[src/rtl/sar_adc_pkg.sv]
package sar_adc_pkg;
  typedef enum logic [1:0] {
    PH_IDLE   = 2'd0,
    PH_SAMPLE = 2'd1,
    PH_TRIAL  = 2'd2
  } phase_e;

  localparam logic [1:0] ADDR_CTRL = 2'd0;
  localparam logic [1:0] ADDR_RES  = 2'd1;
  localparam logic [1:0] ADDR_DIV  = 2'd2;

  localparam int CTRL_START_BIT = 2;
  localparam int CTRL_DONE_BIT  = 3;
  localparam int CTRL_BUSY_BIT  = 4;
endpackage

[src/rtl/sar_adc_clkdiv.sv]
module sar_adc_clkdiv #(
  parameter int DIV_W = 8
) (
  input  logic             clk_i,
  input  logic             rst_ni,
  input  logic             clr_i,
  input  logic             en_i,
  input  logic [DIV_W-1:0] div_i,
  output logic             tick_o
);
  localparam int CNT_W = DIV_W + 1;

  logic [CNT_W-1:0] cnt_q;
  logic [CNT_W-1:0] top;

  // period 2*(div+1) -> terminal count 2*div+1
  assign top    = {div_i, 1'b1};
  assign tick_o = en_i && (cnt_q == top);

  always_ff @(posedge clk_i or negedge rst_ni) begin
    if (!rst_ni) begin
      cnt_q <= '0;
    end else if (clr_i) begin
      cnt_q <= '0;
    end else if (en_i) begin
      cnt_q <= (cnt_q == top) ? '0 : cnt_q + 1'b1;
    end
  end
endmodule

[src/rtl/sar_adc_core.sv]
module sar_adc_core
  import sar_adc_pkg::*;
#(
  parameter int DATA_W        = 8,
  parameter int TICKS_PER_BIT = 8,
  parameter int SAMPLE_TICKS  = 8
) (
  input  logic              clk_i,
  input  logic              rst_ni,
  input  logic              start_i,
  input  logic              tick_i,
  input  logic              cmp_i,
  output logic              busy_o,
  output logic              sample_o,
  output logic [DATA_W-1:0] code_o,
  output logic              fin_o,
  output logic [DATA_W-1:0] final_o
);
  localparam int MAX_T  = (TICKS_PER_BIT > SAMPLE_TICKS) ? TICKS_PER_BIT : SAMPLE_TICKS;
  localparam int TCNT_W = $clog2(MAX_T + 1);
  localparam int BIT_W  = (DATA_W > 1) ? $clog2(DATA_W) : 1;
  localparam logic [TCNT_W-1:0] BIT_LAST    = TCNT_W'(TICKS_PER_BIT - 1);
  localparam logic [TCNT_W-1:0] SAMPLE_LAST = TCNT_W'(SAMPLE_TICKS - 1);
  localparam logic [BIT_W-1:0]  MSB_IDX     = BIT_W'(DATA_W - 1);
  localparam logic [DATA_W-1:0] ONE         = {{(DATA_W-1){1'b0}}, 1'b1};

  phase_e             phase_q;
  logic [TCNT_W-1:0]  tcnt_q;
  logic [BIT_W-1:0]   bit_q;
  logic [DATA_W-1:0]  code_q;
  logic [DATA_W-1:0]  next_code;
  logic [DATA_W-1:0]  clr_mask;
  logic [DATA_W-1:0]  set_mask;
  logic               bit_end;

  assign bit_end = (phase_q == PH_TRIAL) && tick_i && (tcnt_q == BIT_LAST);

  always_comb begin
    clr_mask  = ~(ONE << bit_q);
    set_mask  = (bit_q == '0) ? '0 : (ONE << (bit_q - 1'b1));
    next_code = (cmp_i ? code_q : (code_q & clr_mask)) | set_mask;
  end

  always_ff @(posedge clk_i or negedge rst_ni) begin
    if (!rst_ni) begin
      phase_q <= PH_IDLE;
      tcnt_q  <= '0;
      bit_q   <= MSB_IDX;
      code_q  <= '0;
    end else begin
      unique case (phase_q)
        PH_IDLE: begin
          if (start_i) begin
            phase_q <= PH_SAMPLE;
            tcnt_q  <= '0;
            bit_q   <= MSB_IDX;
            code_q  <= '0;
          end
        end
        PH_SAMPLE: begin
          if (tick_i) begin
            if (tcnt_q == SAMPLE_LAST) begin
              phase_q <= PH_TRIAL;
              tcnt_q  <= '0;
              code_q  <= ONE << MSB_IDX;
            end else begin
              tcnt_q <= tcnt_q + 1'b1;
            end
          end
        end
        PH_TRIAL: begin
          if (tick_i) begin
            if (tcnt_q == BIT_LAST) begin
              tcnt_q <= '0;
              code_q <= next_code;
              if (bit_q == '0) phase_q <= PH_IDLE;
              else             bit_q   <= bit_q - 1'b1;
            end else begin
              tcnt_q <= tcnt_q + 1'b1;
            end
          end
        end
        default: phase_q <= PH_IDLE;
      endcase
    end
  end

  assign busy_o   = (phase_q != PH_IDLE);
  assign sample_o = (phase_q == PH_SAMPLE);
  assign code_o   = code_q;
  assign fin_o    = bit_end && (bit_q == '0);
  assign final_o  = next_code;
endmodule

[src/rtl/sar_adc_regs.sv]
module sar_adc_regs
  import sar_adc_pkg::*;
#(
  parameter int DATA_W = 8,
  parameter int DIV_W  = 8,
  parameter int CH_W   = 2
) (
  input  logic              clk_i,
  input  logic              rst_ni,
  input  logic              wr_en_i,
  input  logic [1:0]        addr_i,
  input  logic [7:0]        wdata_i,
  output logic [7:0]        rdata_o,
  input  logic              busy_i,
  input  logic              fin_i,
  input  logic [DATA_W-1:0] final_i,
  output logic              start_o,
  output logic              start_q_o,
  output logic              done_o,
  output logic              irq_n_o,
  output logic [CH_W-1:0]   chan_o,
  output logic [DIV_W-1:0]  div_o,
  output logic [DATA_W-1:0] result_o
);
  logic              wr_ctrl;
  logic              accept;
  logic [CH_W-1:0]   chan_q;
  logic              start_q;
  logic              done_q;
  logic              irq_n_q;
  logic [DIV_W-1:0]  div_q;
  logic [DATA_W-1:0] result_q;

  assign wr_ctrl = wr_en_i && (addr_i == ADDR_CTRL);
  assign accept  = wr_ctrl && wdata_i[CTRL_START_BIT] && !busy_i;

  always_ff @(posedge clk_i or negedge rst_ni) begin
    if (!rst_ni) begin
      chan_q   <= '0;
      start_q  <= 1'b0;
      done_q   <= 1'b0;
      irq_n_q  <= 1'b1;
      div_q    <= '0;
      result_q <= '0;
    end else begin
      start_q <= accept;
      irq_n_q <= !fin_i;
      if (wr_ctrl && !busy_i) chan_q <= wdata_i[CH_W-1:0];
      if (wr_en_i && (addr_i == ADDR_DIV)) div_q <= wdata_i[DIV_W-1:0];
      if (accept)     done_q <= 1'b0;
      else if (fin_i) done_q <= 1'b1;
      if (fin_i) result_q <= final_i;
    end
  end

  always_comb begin
    rdata_o = '0;
    unique case (addr_i)
      ADDR_CTRL: begin
        rdata_o[CH_W-1:0]      = chan_q;
        rdata_o[CTRL_START_BIT] = start_q;
        rdata_o[CTRL_DONE_BIT]  = done_q;
        rdata_o[CTRL_BUSY_BIT]  = busy_i;
      end
      ADDR_RES: rdata_o[DATA_W-1:0] = result_q;
      ADDR_DIV: rdata_o[DIV_W-1:0]  = div_q;
      default:  rdata_o = '0;
    endcase
  end

  assign start_o   = accept;
  assign start_q_o = start_q;
  assign done_o    = done_q;
  assign irq_n_o   = irq_n_q;
  assign chan_o    = chan_q;
  assign div_o     = div_q;
  assign result_o  = result_q;
endmodule

[src/rtl/sar_adc_ctrl.sv]
module sar_adc_ctrl #(
  parameter int DATA_W        = 8,
  parameter int DIV_W         = 8,
  parameter int CH_W          = 2,
  parameter int TICKS_PER_BIT = 8,
  parameter int SAMPLE_TICKS  = 8
) (
  input  logic              clk_i,
  input  logic              rst_ni,
  input  logic              wr_en_i,
  input  logic [1:0]        addr_i,
  input  logic [7:0]        wdata_i,
  output logic [7:0]        rdata_o,
  output logic [CH_W-1:0]   chan_o,
  output logic              sample_o,
  output logic [DATA_W-1:0] dac_code_o,
  input  logic              cmp_i,
  input  logic              irq_route_i,
  input  logic              int1_pin_i,
  output logic              int1_o
);
  logic              start;
  logic              start_q;
  logic              busy;
  logic              tick;
  logic              fin;
  logic              done_q;
  logic              irq_n;
  logic [DATA_W-1:0] final_code;
  logic [DATA_W-1:0] result_q;
  logic [DIV_W-1:0]  div;

  sar_adc_regs #(.DATA_W(DATA_W), .DIV_W(DIV_W), .CH_W(CH_W)) u_regs (
    .clk_i     (clk_i),
    .rst_ni    (rst_ni),
    .wr_en_i   (wr_en_i),
    .addr_i    (addr_i),
    .wdata_i   (wdata_i),
    .rdata_o   (rdata_o),
    .busy_i    (busy),
    .fin_i     (fin),
    .final_i   (final_code),
    .start_o   (start),
    .start_q_o (start_q),
    .done_o    (done_q),
    .irq_n_o   (irq_n),
    .chan_o    (chan_o),
    .div_o     (div),
    .result_o  (result_q)
  );

  sar_adc_clkdiv #(.DIV_W(DIV_W)) u_div (
    .clk_i  (clk_i),
    .rst_ni (rst_ni),
    .clr_i  (start),
    .en_i   (busy),
    .div_i  (div),
    .tick_o (tick)
  );

  sar_adc_core #(
    .DATA_W        (DATA_W),
    .TICKS_PER_BIT (TICKS_PER_BIT),
    .SAMPLE_TICKS  (SAMPLE_TICKS)
  ) u_core (
    .clk_i    (clk_i),
    .rst_ni   (rst_ni),
    .start_i  (start),
    .tick_i   (tick),
    .cmp_i    (cmp_i),
    .busy_o   (busy),
    .sample_o (sample_o),
    .code_o   (dac_code_o),
    .fin_o    (fin),
    .final_o  (final_code)
  );

  assign int1_o = irq_route_i ? irq_n : int1_pin_i;
endmodule

[config.mk]
export PLATFORM = sky130hd
export DESIGN_NAME = sar_adc_ctrl
export DESIGN_NICKNAME = d
export VERILOG_FILES = /design/src/rtl/sar_adc_pkg.sv /design/src/rtl/sar_adc_clkdiv.sv /design/src/rtl/sar_adc_core.sv /design/src/rtl/sar_adc_regs.sv /design/src/rtl/sar_adc_ctrl.sv
export SDC_FILE = /design/constraint.sdc
export NUM_CORES = 1
export LEC_CHECK = 0
export BUFFER_PORTS_ARGS = -buffer_cell sky130_fd_sc_hd__buf_4
export CAP_MARGIN = 0
export CORE_ASPECT_RATIO = 0.7
export CORE_MARGIN = 2
export CORE_UTILIZATION = 45
export CTS_CLUSTER_SIZE = 24
export DETAILED_ROUTE_END_ITERATION = 12
export GPL_TIMING_DRIVEN = 0
export PLACE_DENSITY = 0.75
export SYNTH_ARGS = -nofsm -noshare
export SYNTH_HDL_FRONTEND = slang
export SYNTH_HIERARCHICAL = 1
export SYNTH_SLANG_ARGS = --single-unit
[constraint.sdc]
create_clock -name clk_i -period 3.8 [get_ports clk_i]
set_input_delay 0.76 -clock clk_i [delete_from_list [all_inputs] [get_ports clk_i]]
set_output_delay 0.76 -clock clk_i [all_outputs]
set_load 0.02 [all_outputs]
# --- After elaboration in Yosys (flattened, before gate mapping) ---
# Index checks and enable logic that the tools add are counted.
totals:
  out_inout_bits: 20
  input_bits: 16
  register_bits: 47
op_classes:
  bitwise_logic: 3
  n_reduce_logical: 25
  muxes: 32
  n_shift: 2
  n_addsub: 3
  n_eq_ne: 14
ops:
  columns: ["operator", "n"]
  rows:
  - ["$mux W8", 7]
  - ["$mux W9", 3]
  - ["$pmux W8 S3", 1]
  - ["$shl A1 B3 Y8 const A", 2]
  - ["$pmux W5 S3", 1]
  - ["$mux W2", 6]
  - ["$mux W3", 4]
  - ["$mux W4", 3]
  - ["$pmux W3 S2", 2]
  - ["$reduce_and A6 Y1", 2]
  - ["$reduce_bool A2 Y1", 5]
  - ["$add A9 B1 Y9 const B", 1]
  - ["$eq A9 B9 Y1", 1]
  - ["$logic_and A1 B1 Y1", 9]
  - ["$and A8 B8 Y8", 1]
  - ["$ne A2 B1 Y1 const B", 4]
  - ["$ne A2 B2 Y1 const B", 4]
  - ["$not A8 Y8", 1]
  - ["$or A8 B8 Y8", 1]
  - ["$pmux W4 S2", 1]
  - ["$pmux W2 S3", 1]
  - ["$reduce_and A5 Y1", 1]
  - ["$add A4 B1 Y4 const B", 1]
  - ["$eq A2 B1 Y1 const B", 2]
  - ["other kinds (10)", 15]

# --- Depth between registers and ports, before layout ---
# Gate-level depths: netlist of the first run.
logic_depth:
  ltp_word: 8
  mapped_depth: 10
  mapped_depth_nobuf: 8

# --- By module ---
# Netlist of the first run, hierarchy kept.
modules_own_cells:
  columns: ["module", "cells_per_inst", "area_per_inst_um2", "n_inst"]
  rows:
  - ["sar_adc_core", 141, 1256.2, 1]
  - ["sar_adc_regs", 70, 984.7, 1]
  - ["sar_adc_clkdiv", 61, 634.4, 1]
  - ["sar_adc_ctrl", 1, 15.0, 1]

# --- Least setup slack after synthesis of the first run ---
# OpenSTA, ideal clock, no wires.
synth_path:
  path_type: "input port to output port"
  start: "in addr_i[1]"
  end: "out rdata_o[0]"
  arrival_time_ns: 1.579
  n_path_buf: 1
  stages: 5
  path_slack_ns: 1.461
  cell_sequence: "inv_1 > ha_1 > clkbuf_1 > a222oi_1 > nor2_1"
synth_via:
  elab_chain_len: 2
  elab_cells_between_ends: 4
synth_lines:
  columns: ["item", "line_no", "source"]
  rows:
  - ["start: declaration", "sar_adc_ctrl.sv:11", "input logic [1:0] addr_i,"]
  - ["$eq A2 B2 Y1 (tied with other cells)", "sar_adc_regs.sv:58", "unique case (addr_i)"]
  - ["$pmux W5 S3 *", "sar_adc_regs.sv:58", null]
  - ["end: declaration", "sar_adc_ctrl.sv:13", "output logic [7:0] rdata_o,"]
# Every way passes the cells marked *; elsewhere a longest branch is shown, timed or not.

# --- Worst setup path in the final report of the first run ---
layout_path:
  start: "in addr_i[1]"
  end: "out rdata_o[4]"
# The elaborated chain is that of the path after synthesis.

==> results of run 1 <==
-- worst min path at each step --
stage	from	endpoint	slack, ps	cells past startpoint
final	rst_ni	u_regs/div_o[5]$_DFFE_PN0P_	450	1
after global placement	u_regs/done_o$_DFFE_PN0P_	u_regs/done_o$_DFFE_PN0P_	490	2
after detailed placement	u_regs/result_o[5]$_DFFE_PN0P_	u_regs/result_o[5]$_DFFE_PN0P_	510	1
after global routing	rst_ni	u_regs/div_o[6]$_DFFE_PN0P_	500	1
after floorplan	rst_ni	u_core/code_o[0]$_DFFE_PN0P_	460	0
after CTS	rst_ni	u_regs/div_o[7]$_DFFE_PN0P_	480	1
-- state kept, by name, indices dropped and copies added, names as in the netlist --
signal and count:
u_core/bit_q 3, u_core/code_o 8, u_core/phase_q 2, u_core/tcnt_q 4, u_div/cnt_q 9, u_regs/chan_o 2
u_regs/div_o 8, u_regs/done_o 1, u_regs/irq_n_o 1, u_regs/result_o 8, u_regs/start_q_o 1
-- metrics by stage --
stage / hold slack, ps / instances / total power [mW] / cell area (sq um) / util
after floorplan: 464.4 / 273 / 1.073 / 2890 / -
after global placement: 485.6 / 386 / 1.228 / 3251 / 0.5229
after detailed placement: 505.4 / 386 / 1.248 / 3251 / 0.5229
after CTS: 481.7 / 393 / 1.616 / 3353 / 0.5395
after global routing: 498.9 / 393 / 1.709 / 3353 / 0.5395
final: 450.2 / 393 / 1.606 / 3353 / 0.5395
-- worst max-delay path, cell delays in order --
cell and delay, ps:
buf_4 90, inv_1 50, ha_1 160, clkbuf_1 210, a222oi_1 370, nor2_1 80
buf_4 160
-- cells in the mapped netlist, drive strengths merged (2+ instances only) --
cell type | number | area, sq um
a21o | 2 | 15.01
a21oi | 9 | 45.04
a222oi | 5 | 50.05
a22o | 8 | 70.07
a22oi | 4 | 30.03
a32oi | 2 | 17.52
and2b | 2 | 15.01
and3 | 2 | 13.77
and4 | 2 | 17.52
and4b | 2 | 21.27
buf | 8 | 61.31
dfrtp | 43 | 1076
dfstp | 4 | 105.1
ha | 16 | 200.2
inv | 13 | 48.80
mux2 | 23 | 285.3
nand2 | 25 | 101.4
nand2b | 4 | 27.53
nand3 | 7 | 40.04
nand4 | 6 | 37.54
nor2 | 26 | 97.59
nor2b | 5 | 31.28
nor3 | 2 | 10.01
o211ai | 2 | 20.02
o21ai | 9 | 45.04
o31ai | 3 | 22.52
o32ai | 2 | 17.52
o41ai | 2 | 36.29
xnor2 | 9 | 112.6
xor2 | 6 | 52.55
-- routing by layer --
metal  GRT usage  wire length (um)  vias up
met5           0                 0        -
met4     0.04566                55        0
met3     0.04743               427        5
met2      0.2688              2711       68
met1      0.2906              3283     1088
li1            -                 -     1070
-- cell type report --
| type | instances | area share |
|---|---|---|
| timing repair buffer | 35 | 0.07836 |
| clock inverter | 1 | 0.008955 |
| buffer | 9 | 0.01940 |
| clock buffer | 6 | 0.02164 |
| tap | 78 | 0.02910 |
| inverter | 13 | 0.01455 |
| multi-input combinational | 204 | 0.4757 |
| sequential | 47 | 0.3522 |
-- power by group through the flow --
stage | Sequential [mW] | Combinational (mW) | Clock (mW)
2_1_floorplan | 0.667 | 0.405 | 0
3_3_place_gp | 0.672 | 0.557 | 0
3_5_place_dp | 0.675 | 0.573 | 0
4_1_cts | 0.665 | 0.577 | 0.374
5_1_grt | 0.679 | 0.637 | 0.393
6_report | 0.665 | 0.577 | 0.364
-- cells by family after synthesis --
family          count (synthesis)
fa+ha+maj                      16
flops                          47
simple gates                   92
buf+inv                        22
xor+xnor                       15
mux                            24
compound gates                 57
-- layout by cell type (no fill, tap or decap), types with 5 or more instances in the layout --
| cell | Yosys | layout |
|---|---|---|
| nand2_1 | 24 | 24 |
| dfrtp_1 | 43 | 43 |
| ha_1 | 16 | 16 |
| a222oi_1 | 5 | 5 |
| mux2_2 | 13 | 13 |
| xor2_1 | 6 | 6 |
| nor2b_1 | 5 | 5 |
| o21ai_0 | 9 | 9 |
| clkbuf_8 | 0 | 5 |
| a22o_1 | 8 | 8 |
| nor2_1 | 26 | 26 |
| inv_1 | 13 | 13 |
| buf_4 | 1 | 36 |
| nand3_1 | 6 | 6 |
| a21oi_1 | 9 | 9 |
| mux2_4 | 7 | 7 |
| nand4_1 | 6 | 6 |
| xnor2_1 | 6 | 6 |
==> metrics.md, run 1 <==
| Metric | Value |
|---|---|
| Mapped Cells | `273` |
| XOR/XNOR Fraction of Synth Area | `0.05714` |
| Antenna diodes | `0` |
| Layout cells sized above 1 | `0.2762` |
| Vias in the first global route | `2053` |
| Synth Area in Simple Gates | `0.1693` |
| Die ar. | `0.007090 sq mm` |
| Setup crit start kind | `primary input` |
| Number of flops mapped to enable cells by yosys | `0` |
| Slew headroom | `0.5997` |
| Max-slew violations | `0` |
| P_int | `1.029 mW` |
| Max Cap Viol | `0` |
| DRC Markers | `0` |
| Largest net degree at the start of global routing | `48` |
| CP Launch Point | `addr_i[1]` |
| Final worst slack | `1143 ps` |
| Mean routed wirelength per cell | `16.48 um` |
| Syn Area/Cell | `10.59 sq um` |
| Initial antenna violation count | `0` |
| Sw power | `576.4 uW` |
| Worst-path fanout max | `8` |
| GRT overflow | `0` |
| Clock-pin slew on the worst setup and hold paths | `90 ps` |
| Post-CTS Setup Repair Bufs | `0` |
| Logic pwr share | `0.359` |
| Final ANT Viol Nets | `0` |
| Flop-to-flop setup slack | `1190 ps` |
| Post-synthesis cell type count | `63` |
| Total I/O pin count | `36` |
| Layout Nets | `347` |
| Setup TNS | `0 ps` |
| Global-route wire length before repair | `10.41 mm` |
| Yosys warnings | `6` |
| Syn-to-layout area delta | `16.02%` |
| CP required | `3040 ps` |
| Reg area | `0.001181 sq mm` |
| Status | `completed` |
| Tmin final | `2657 ps` |
| CP Data Arrival Time | `1900 ps` |
| Asr flop ratio synth | `1.000` |
| Syn Nets | `305` |
| Ys flop type | `dfrtp_1` |
| Sequential fraction of the synthesis area | `0.4087` |
| Mux cell area share after synthesis | `0.1022` |
| Synth Area in Adders | `0.06926` |
| Post-synthesis compound-gate area fraction | `0.1541` |
| Via Count | `2231` |
| Worst Setup EP | `rdata_o[4]` |
| Cts repair resizes | `0` |
| Clock network fraction of design power | `0.227` |
| Vias per cell | `5.677` |
| HPWL after DPL | `4.874 mm` |
| Place WS | `1076 ps` |
| Worst hold path type | `primary input to asynchronous set/reset pin` |
| Synth Register Bits | `47` |
| Static Leak | `1.633 nW` |
| Final setup violation count | `0` |
| CTS tree | `yes` |
| Starting DRT DRC Count | `167` |
| Seq pwr share | `0.414` |
| Final Skew | `5.369 ps` |
| Post-route clock period utilization | `0.6993` |
| Initial Util | `0.4650` |
| Least-Margin Pin Slew | `600.5 ps` |
| Footprint of the multi-input gates | `0.001595 sq mm` |
| RSZ-0062 raised after global routing | `no` |
| Number of CTS-inserted buffers | `5` |
| Skew-Pair Late Insertion Delay | `300 ps` |
| Max clock buf depth | `2` |
| PortBufs | `35` |
| # clock sinks | `47` |
| Layout fillers | `553` |
| Largest family of logic cells by synthesized area | `simple AND/OR/NAND/NOR gates` |
| Gr usage total | `0.1897` |
| Reg2reg end | `u_regs/result_o[6]$_DFFE_PN0P_` |
| GP Congestion | `0.8229` |
| WS Path Type | `primary input to output pin` |
| CTS hold repair buffers | `0` |
| Site Rows | `24` |
| H-tree levels | `2` |
| Fmax | `0.3763 GHz` |
| Drt pass-1 iters | `4` |
| Pwr Density | `478.9 mW/mm^2` |
| Cell Area, Synth | `0.002890 sq mm` |
| Sw Share | `0.3590` |
| Total Wirelength | `6.477 mm` |
| Die height | `71.05 um` |
| Final hold vios | `0` |
| Critical Path End Type | `output pin` |
| Root buf cell | `clkbuf_8` |
| Reg2reg start | `u_core/phase_q[0]$_DFFE_PN0P_` |
| R2R cell count | `9` |
| VDD IR max | `0.2138 mV` |
| Core Area | `0.006216 sq mm` |
| Die X | `99.79 um` |
(Power assumes the default switching activity.)
==> run 2, diff against run 1 <==
==> constraint.sdc (replaced) <==
create_clock -name clk_i -period 2.65 [get_ports clk_i]
set_input_delay 0.53 -clock clk_i [delete_from_list [all_inputs] [get_ports clk_i]]
set_output_delay 0.53 -clock clk_i [all_outputs]
set_load 0.02 [all_outputs]
==> run 2 against run 1 <==
Sequential power is 43% higher. Total power is 43% higher. Via count is 1.0% higher. Clock-buffer cell count stayed put. Flip-flop and latch count stayed put. Sequential share of layout area is 0.066 points lower. Clock skew hardly changed. Critical path type is now flip-flop to flip-flop. Critical endpoint is now u_regs/result_o[7]$_DFFE_PN0P_.
==> metrics.md, run 2 (synthesized netlist as in run 1, its figures left out) <==
| Metric | Value |
|---|---|
| Setup TNS | `0 ps (unchanged)` |
| R2R cell count | `9 (unchanged)` |
| CP dominant cell by count | `inv_1 (was buf_4)` |
| Total Wirelength | `6.539 mm (was 6.477 mm)` |
| Highest-count cells in the layout ignoring fill and taps | `43 x dfrtp_1, 36 x buf_4, 26 x nor2_1 (unchanged)` |
| Antenna diodes | `0 (unchanged)` |
| Largest register FFs | `9 (unchanged)` |
| Worst hold path type | `primary input to asynchronous set/reset pin (unchanged)` |
| Sw Share | `0.3580 (was 0.3590)` |
| Final Skew | `5.842 ps (was 5.369 ps)` |
| Mean routed wirelength per cell | `16.64 um (was 16.48 um)` |
| Setup crit start kind | `flip-flop (was primary input)` |
| Syn-to-layout area delta | `16.23% (was 16.02%)` |
| # clock sinks | `47 (unchanged)` |
| Initial antenna violation count | `0 (unchanged)` |
| P_int | `1.476 mW (was 1.029 mW)` |
| Post-route cell area | `0.003359 sq mm (was 0.003353 sq mm)` |
| Gr usage total | `0.1897 (unchanged)` |
| Largest net degree at the start of global routing | `48 (unchanged)` |
| Number of CTS-inserted buffers | `5 (unchanged)` |
| GRT overflow | `0 (unchanged)` |
| Total I/O pin count | `36 (unchanged)` |
| DRC Markers | `0 (unchanged)` |
| Post-route clock period utilization | `0.9313` |
| Utilization of the core after routing | `0.5405 (was 0.5395)` |
| Crit path cell chain | `inv_1, ha_1, inv_1, buf_6, and4_2, nand3_2, nor2_1, buf_2, mux2_2 (was buf_4, inv_1, ha_1, clkbuf_1, a222oi_1, nor2_1, buf_4)` |
| Die height | `71.05 um (unchanged)` |
| CTS tree | `yes (unchanged)` |
| Starting DRT DRC Count | `134 (was 167)` |
| Die X | `99.79 um (unchanged)` |
| Final ANT Viol Nets | `0 (unchanged)` |
| Pwr Density | `684.4 mW/mm^2 (was 478.9 mW/mm^2)` |
| Least-Margin Pin Slew | `601.6 ps (was 600.5 ps)` |
| Post-route insts no fill | `393 (unchanged)` |
| CP required | `2840 ps (was 3040 ps)` |
| Buf/Inv on CP | `4 (unchanged)` |
| HPWL after DPL | `4.874 mm (unchanged)` |
| Final hold vios | `0 (unchanged)` |
| Flop-to-flop setup slack | `180 ps (was 1190 ps)` |
| CTS hold repair buffers | `0 (unchanged)` |
| Static Leak | `1.633 nW (about the same)` |
| Critical path's slowest cell | `dfrtp_1 (was a222oi_1)` |
| Pwr Total | `2.299 mW (was 1.606 mW)` |
| Worst-path fanout max | `10 (was 8)` |
| Drt pass-1 iters | `5 (was 4)` |
| Layout Nets | `347 (unchanged)` |
| Largest stage delay on the critical path | `400 ps (was 370 ps)` |
| Fmax | `0.4052 GHz` |
| Top Family by Delay on Critical Path | `buffers and inverters (unchanged)` |
| Skew-Pair Late Insertion Delay | `300 ps (about the same)` |
| Max clock buf depth | `2 (unchanged)` |
| Via Count | `2254 (was 2231)` |
| Clock network fraction of design power | `0.226 (was 0.227)` |
| Vias in the first global route | `2053 (unchanged)` |
| Vias per cell | `5.735 (was 5.677)` |
| Logic pwr share | `0.360 (was 0.359)` |
| PortBufs | `35 (unchanged)` |
| CP Data Arrival Time | `2660 ps (was 1900 ps)` |
| Status | `completed (unchanged)` |
| Cell Area, Placed | `0.003251 sq mm (unchanged)` |
| Sw power | `823.1 uW (was 576.4 uW)` |
| Max Cap Viol | `0 (unchanged)` |
| Core Area | `0.006216 sq mm (unchanged)` |
| Root buf cell | `clkbuf_8 (unchanged)` |
| Seq pwr share | `0.415 (was 0.414)` |
| Global-route wire length before repair | `10.41 mm (unchanged)` |
| Tmin final | `2468 ps` |
| Dpl cells | `386 (unchanged)` |
| Slew headroom | `0.5989 (was 0.5997)` |
| WS Path Type | `flip-flop to flip-flop (was primary input to output pin)` |
| RSZ-0062 raised after global routing | `no (unchanged)` |
| Site Rows | `24 (unchanged)` |
| Reg2reg end | `u_regs/result_o[7]$_DFFE_PN0P_ (was u_regs/result_o[6]$_DFFE_PN0P_)` |
| Initial Util | `0.4650 (unchanged)` |
| Commonest non-fill, non-tap cell in the layout | `dfrtp_1 (unchanged)` |
| Layout cells sized above 1 | `0.2825 (was 0.2762)` |
| Critical Path End Type | `flip-flop (was output pin)` |
| Max-slew violations | `0 (unchanged)` |
| Register with the most flip-flops | `u_div/cnt_q (unchanged)` |
| Final setup violation count | `0 (unchanged)` |
| GP Congestion | `0.8229 (unchanged)` |
| Die ar. | `0.007090 sq mm (unchanged)` |
| H-tree levels | `2 (unchanged)` |
| VDD IR max | `0.3062 mV (was 0.2138 mV)` |
| Reg2reg start | `u_core/phase_q[0]$_DFFE_PN0P_ (unchanged)` |
| Clock-pin slew on the worst setup and hold paths | `90 ps (about the same)` |
[run 2: repair_timing]
item	in CTS	in global routing
buffers inserted	0	0
endpoints found under the setup margin	0	9
gates resized for setup	0	2
[run 2: power groups by stage]
stage / clock, mW / combinational (mW) / sequential [mW]
after CTS: 0.536 / 0.828 / 0.954
final: 0.519 / 0.827 / 0.954
after global routing: 0.564 / 0.913 / 0.974
after floorplan: 0 / 0.581 / 0.957
after detailed placement: 0 / 0.822 / 0.968
after global placement: 0 / 0.798 / 0.963
[run 2: routing by layer]
metal	vias up	routed length, um	global-route usage
met4	0	55	0.04566
met3	5	411	0.04743
met1	1099	3329	0.2906
met5	-	0	0
li1	1073	-	-
met2	77	2742	0.2688
[run 2: through the flow]
step                      hold slack (ps)  setup slack (ps)
final                               219.4             182.1
after CTS                           251.7             34.41
after detailed placement            505.4             66.02
after global routing                268.9             26.36
after floorplan                     234.4             543.1
after global placement              485.6             142.5
[run 2: worst max-delay path by stage]
| stage | to | slack, ps | cells past startpoint | start |
|---|---|---|---|---|
| after floorplan | u_regs/result_o[0]$_DFFE_PN0P_ | 540 | 9 | u_core/phase_q[0]$_DFFE_PN0P_ |
| after global placement | u_regs/result_o[4]$_DFFE_PN0P_ | 140 | 9 | u_core/phase_q[0]$_DFFE_PN0P_ |
| after detailed placement | u_regs/result_o[6]$_DFFE_PN0P_ | 70 | 9 | u_core/phase_q[0]$_DFFE_PN0P_ |
| after CTS | u_regs/result_o[1]$_DFFE_PN0P_ | 30 | 9 | u_core/phase_q[0]$_DFFE_PN0P_ |
| after global routing | u_regs/result_o[6]$_DFFE_PN0P_ | 30 | 9 | u_core/phase_q[0]$_DFFE_PN0P_ |
| final | u_regs/result_o[7]$_DFFE_PN0P_ | 180 | 9 | u_core/phase_q[0]$_DFFE_PN0P_ |
[run 2: layout make-up]
type	count	area, sq um
fill	552	2856
multi-input combinational	204	1602
sequential	47	1181
timing repair buffer	35	262.8
tap	78	97.59
clock buffer	6	72.57
buffer	9	65.06
inverter	13	48.80
clock inverter	1	30.03
[run 2: worst reg2reg max path: cells and delay by family, from the launching register on]
family                   cells  cell delay (ps)
AND/OR/NAND/NOR              3              640
multiplexers                 1              370
flip-flops                   1              400
adder cells (fa/ha/maj)      1              260
buffers and inverters        4              710
==> run 3, diff against run 2 <==
--- a/config.mk
+++ b/config.mk
@@ -6,14 +6,14 @@
 export NUM_CORES = 1
 export LEC_CHECK = 0
 export BUFFER_PORTS_ARGS = -buffer_cell sky130_fd_sc_hd__buf_4
-export CAP_MARGIN = 0
+export CAP_MARGIN = 30
 export CORE_ASPECT_RATIO = 0.7
 export CORE_MARGIN = 2
 export CORE_UTILIZATION = 45
 export CTS_CLUSTER_SIZE = 24
 export DETAILED_ROUTE_END_ITERATION = 12
 export GPL_TIMING_DRIVEN = 0
-export PLACE_DENSITY = 0.75
+export PLACE_DENSITY = 0.74
 export SYNTH_ARGS = -nofsm -noshare
 export SYNTH_HDL_FRONTEND = slang
 export SYNTH_HIERARCHICAL = 1
==> run 3 against run 2 <==
Clock skew increased by 5.6 ps. Non-clock buffer count unchanged. Flip-flop and latch count unchanged. Clock-buffer cell count decreased by 1. Final cell count increased by 0.25%. First-iteration DRC count increased by 72%. Die area unchanged. Wire length increased by 0.14%. Maximum frequency increased by 0.83%. Combinational power increased by 1%. Utilization increased by 0.20 points.
==> metrics.md, run 3 (synthesized netlist as in run 1, its figures left out) <==
| Metric | Value |
|---|---|
| Final hold vios | `0 (unchanged)` |
| Syn-to-layout area delta | `16.67% (was 16.23%)` |
| Critical Path End Type | `flip-flop (unchanged)` |
| Crit path cell chain | `inv_1, ha_1, inv_1, buf_6, and4_2, nand3_2, nor2_1, buf_2, mux2_2 (unchanged)` |
| P_int | `1.483 mW (was 1.476 mW)` |
| Seq pwr share | `0.408 (was 0.415)` |
| Post-CTS Setup Repair Bufs | `0 (unchanged)` |
| Commonest non-fill, non-tap cell in the layout | `dfrtp_1 (unchanged)` |
| Max clock buf depth | `2 (unchanged)` |
| Status | `completed (unchanged)` |
| VDD IR max | `0.2795 mV (was 0.3062 mV)` |
| Final Skew | `11.41 ps (was 5.842 ps)` |
| Utilization of the core after routing | `0.5425 (was 0.5405)` |
| Site Rows | `24 (unchanged)` |
| WS Path Type | `flip-flop to flip-flop (unchanged)` |
| Worst hold path type | `primary input to asynchronous set/reset pin (unchanged)` |
| Critical path's slowest cell | `dfrtp_1 (unchanged)` |
| Die height | `71.05 um (unchanged)` |
| Drt pass-1 iters | `4 (was 5)` |
| CP required | `2850 ps (was 2840 ps)` |
| Cell Area, Placed | `0.003251 sq mm (unchanged)` |
| Root buf cell | `clkbuf_8 (unchanged)` |
| Sw power | `856.3 uW (was 823.1 uW)` |
| Largest register FFs | `9 (unchanged)` |
| Die X | `99.79 um (unchanged)` |
| Skew-Pair Late Insertion Delay | `310 ps (was 300 ps)` |
| Layout cells sized above 1 | `0.2880 (was 0.2825)` |
| Largest net degree at the start of global routing | `48 (unchanged)` |
| GP Congestion | `0.8265 (was 0.8229)` |
| Setup crit start kind | `flip-flop (unchanged)` |
| Tmin final | `2448 ps (was 2468 ps)` |
| Highest-count cells in the layout ignoring fill and taps | `43 x dfrtp_1, 36 x buf_4, 26 x nor2_1 (unchanged)` |
| Final ANT Viol Nets | `0 (unchanged)` |
| Post-route cell area | `0.003372 sq mm (was 0.003359 sq mm)` |
| Clock-pin slew on the worst setup and hold paths | `100 ps (was 90 ps)` |
| Reg2reg start | `u_core/phase_q[0]$_DFFE_PN0P_ (unchanged)` |
| Die ar. | `0.007090 sq mm (unchanged)` |
| Max Cap Viol | `0 (unchanged)` |
| Layout Nets | `347 (unchanged)` |
| Setup TNS | `0 ps (unchanged)` |
| Static Leak | `1.637 nW (was 1.633 nW)` |
| CTS tree | `yes (unchanged)` |
| HPWL after DPL | `4.927 mm (was 4.874 mm)` |
| CTS hold repair buffers | `0 (unchanged)` |
| Slew headroom | `0.6019 (was 0.5989)` |
| Max-slew violations | `0 (unchanged)` |
| Sw Share | `0.3660 (was 0.3580)` |
| Post-route clock period utilization | `0.9236 (was 0.9313)` |
| DRC Markers | `0 (unchanged)` |
| # clock sinks | `47 (unchanged)` |
| Starting DRT DRC Count | `231 (was 134)` |
| Number of CTS-inserted buffers | `5 (unchanged)` |
| CP Data Arrival Time | `2650 ps (was 2660 ps)` |
| Final setup violation count | `0 (unchanged)` |
| Fmax | `0.4086 GHz (was 0.4052 GHz)` |
| Initial Util | `0.4650 (unchanged)` |
| Global-route wire length before repair | `10.87 mm (was 10.41 mm)` |
| Least-Margin Pin Slew | `597.1 ps (was 601.6 ps)` |
| Initial antenna violation count | `0 (unchanged)` |
| Logic pwr share | `0.358 (was 0.360)` |
| H-tree levels | `2 (unchanged)` |
| CP dominant cell by count | `inv_1 (unchanged)` |
| Largest stage delay on the critical path | `400 ps (about the same)` |
| Clock network fraction of design power | `0.235 (was 0.226)` |
| Worst-path fanout max | `10 (unchanged)` |
| PortBufs | `35 (unchanged)` |
| CP Launch Point | `u_core/phase_q[0]$_DFFE_PN0P_ (unchanged)` |
| Mean routed wirelength per cell | `16.62 um (was 16.64 um)` |
| RSZ-0062 raised after global routing | `no (unchanged)` |
| Gr usage total | `0.1943 (was 0.1897)` |
| Vias per cell | `5.642 (was 5.735)` |
| Total I/O pin count | `36 (unchanged)` |
| Vias in the first global route | `2147 (was 2053)` |
| Total Wirelength | `6.548 mm (was 6.539 mm)` |
| Register with the most flip-flops | `u_div/cnt_q (unchanged)` |
| Core Area | `0.006216 sq mm (unchanged)` |
| Via Count | `2223 (was 2254)` |
| Antenna diodes | `0 (unchanged)` |
| GRT overflow | `0 (unchanged)` |
| Pwr Density | `693.7 mW/mm^2 (was 684.4 mW/mm^2)` |
run 3: cell type report:
type	count	area [sq um]
inverter	13	48.80
clock inverter	3	46.29
multi-input combinational	204	1602
tap	78	97.59
clock buffer	5	68.82
buffer	9	65.06
timing repair buffer	35	262.8
sequential	47	1181
fill	568	2844
run 3: repair_timing:
action                     4_1_cts  5_1_grt
resized for setup                0        2
hold endpoints to repair         0        0
setup endpoints to repair        0        9
run 3: routing by layer:
layer	vias up	routed length [um]	global-route usage
met5	-	0	0
met4	0	38	0.04718
met2	50	2844	0.2718
met3	4	288	0.03656
met1	1094	3378	0.3080
li1	1075	-	-
run 3: power groups by stage:
stage          clock [mW]  combinational [mW]  sequential [mW]
6_report            0.549               0.836            0.954
5_1_grt             0.598               0.915            0.971
4_1_cts             0.566               0.834            0.953
3_5_place_dp            0               0.826            0.968
3_3_place_gp            0               0.797            0.964
2_1_floorplan           0               0.581            0.957
run 3: critical path, delay by kind of cell (launching register included):
family,cells,cell delay [ps]
flops,1,400
fa+ha+maj,1,260
buf+inv,4,690
simple gates,3,610
mux,1,380
run 3: path summary, 6_finish.rpt:
check / end / slack (ps) / cells past startpoint
worst max register to register: u_regs/result_o[7]$_DFFE_PN0P_ / 200 / 9
worst min-delay path: u_regs/div_o[5]$_DFFE_PN0P_ / 210 / 1
min in group clk_i: u_regs/chan_o[1]$_DFFE_PN0P_ / 450 / 2
max in group asynchronous: u_div/cnt_q[5]$_DFFE_PN0P_ / 2020 / 1
worst min register to register: u_regs/result_o[5]$_DFFE_PN0P_ / 520 / 1
worst max-delay path: u_regs/result_o[7]$_DFFE_PN0P_ / 200 / 9
run 3: metrics by stage:
| step | hold slack (ps) | total power, mW | std cells | setup WS, ps |
|---|---|---|---|---|
| 2_1_floorplan | 234.4 | 1.538 | 273 | 543.1 |
| 3_3_place_gp | 485.1 | 1.761 | 386 | 137.9 |
| 3_5_place_dp | 497.4 | 1.793 | 386 | 89.56 |
| 4_1_cts | 233.9 | 2.354 | 394 | 73.68 |
| 5_1_grt | 266.2 | 2.485 | 394 | 22.38 |
| 6_report | 207.1 | 2.339 | 394 | 202.4 |
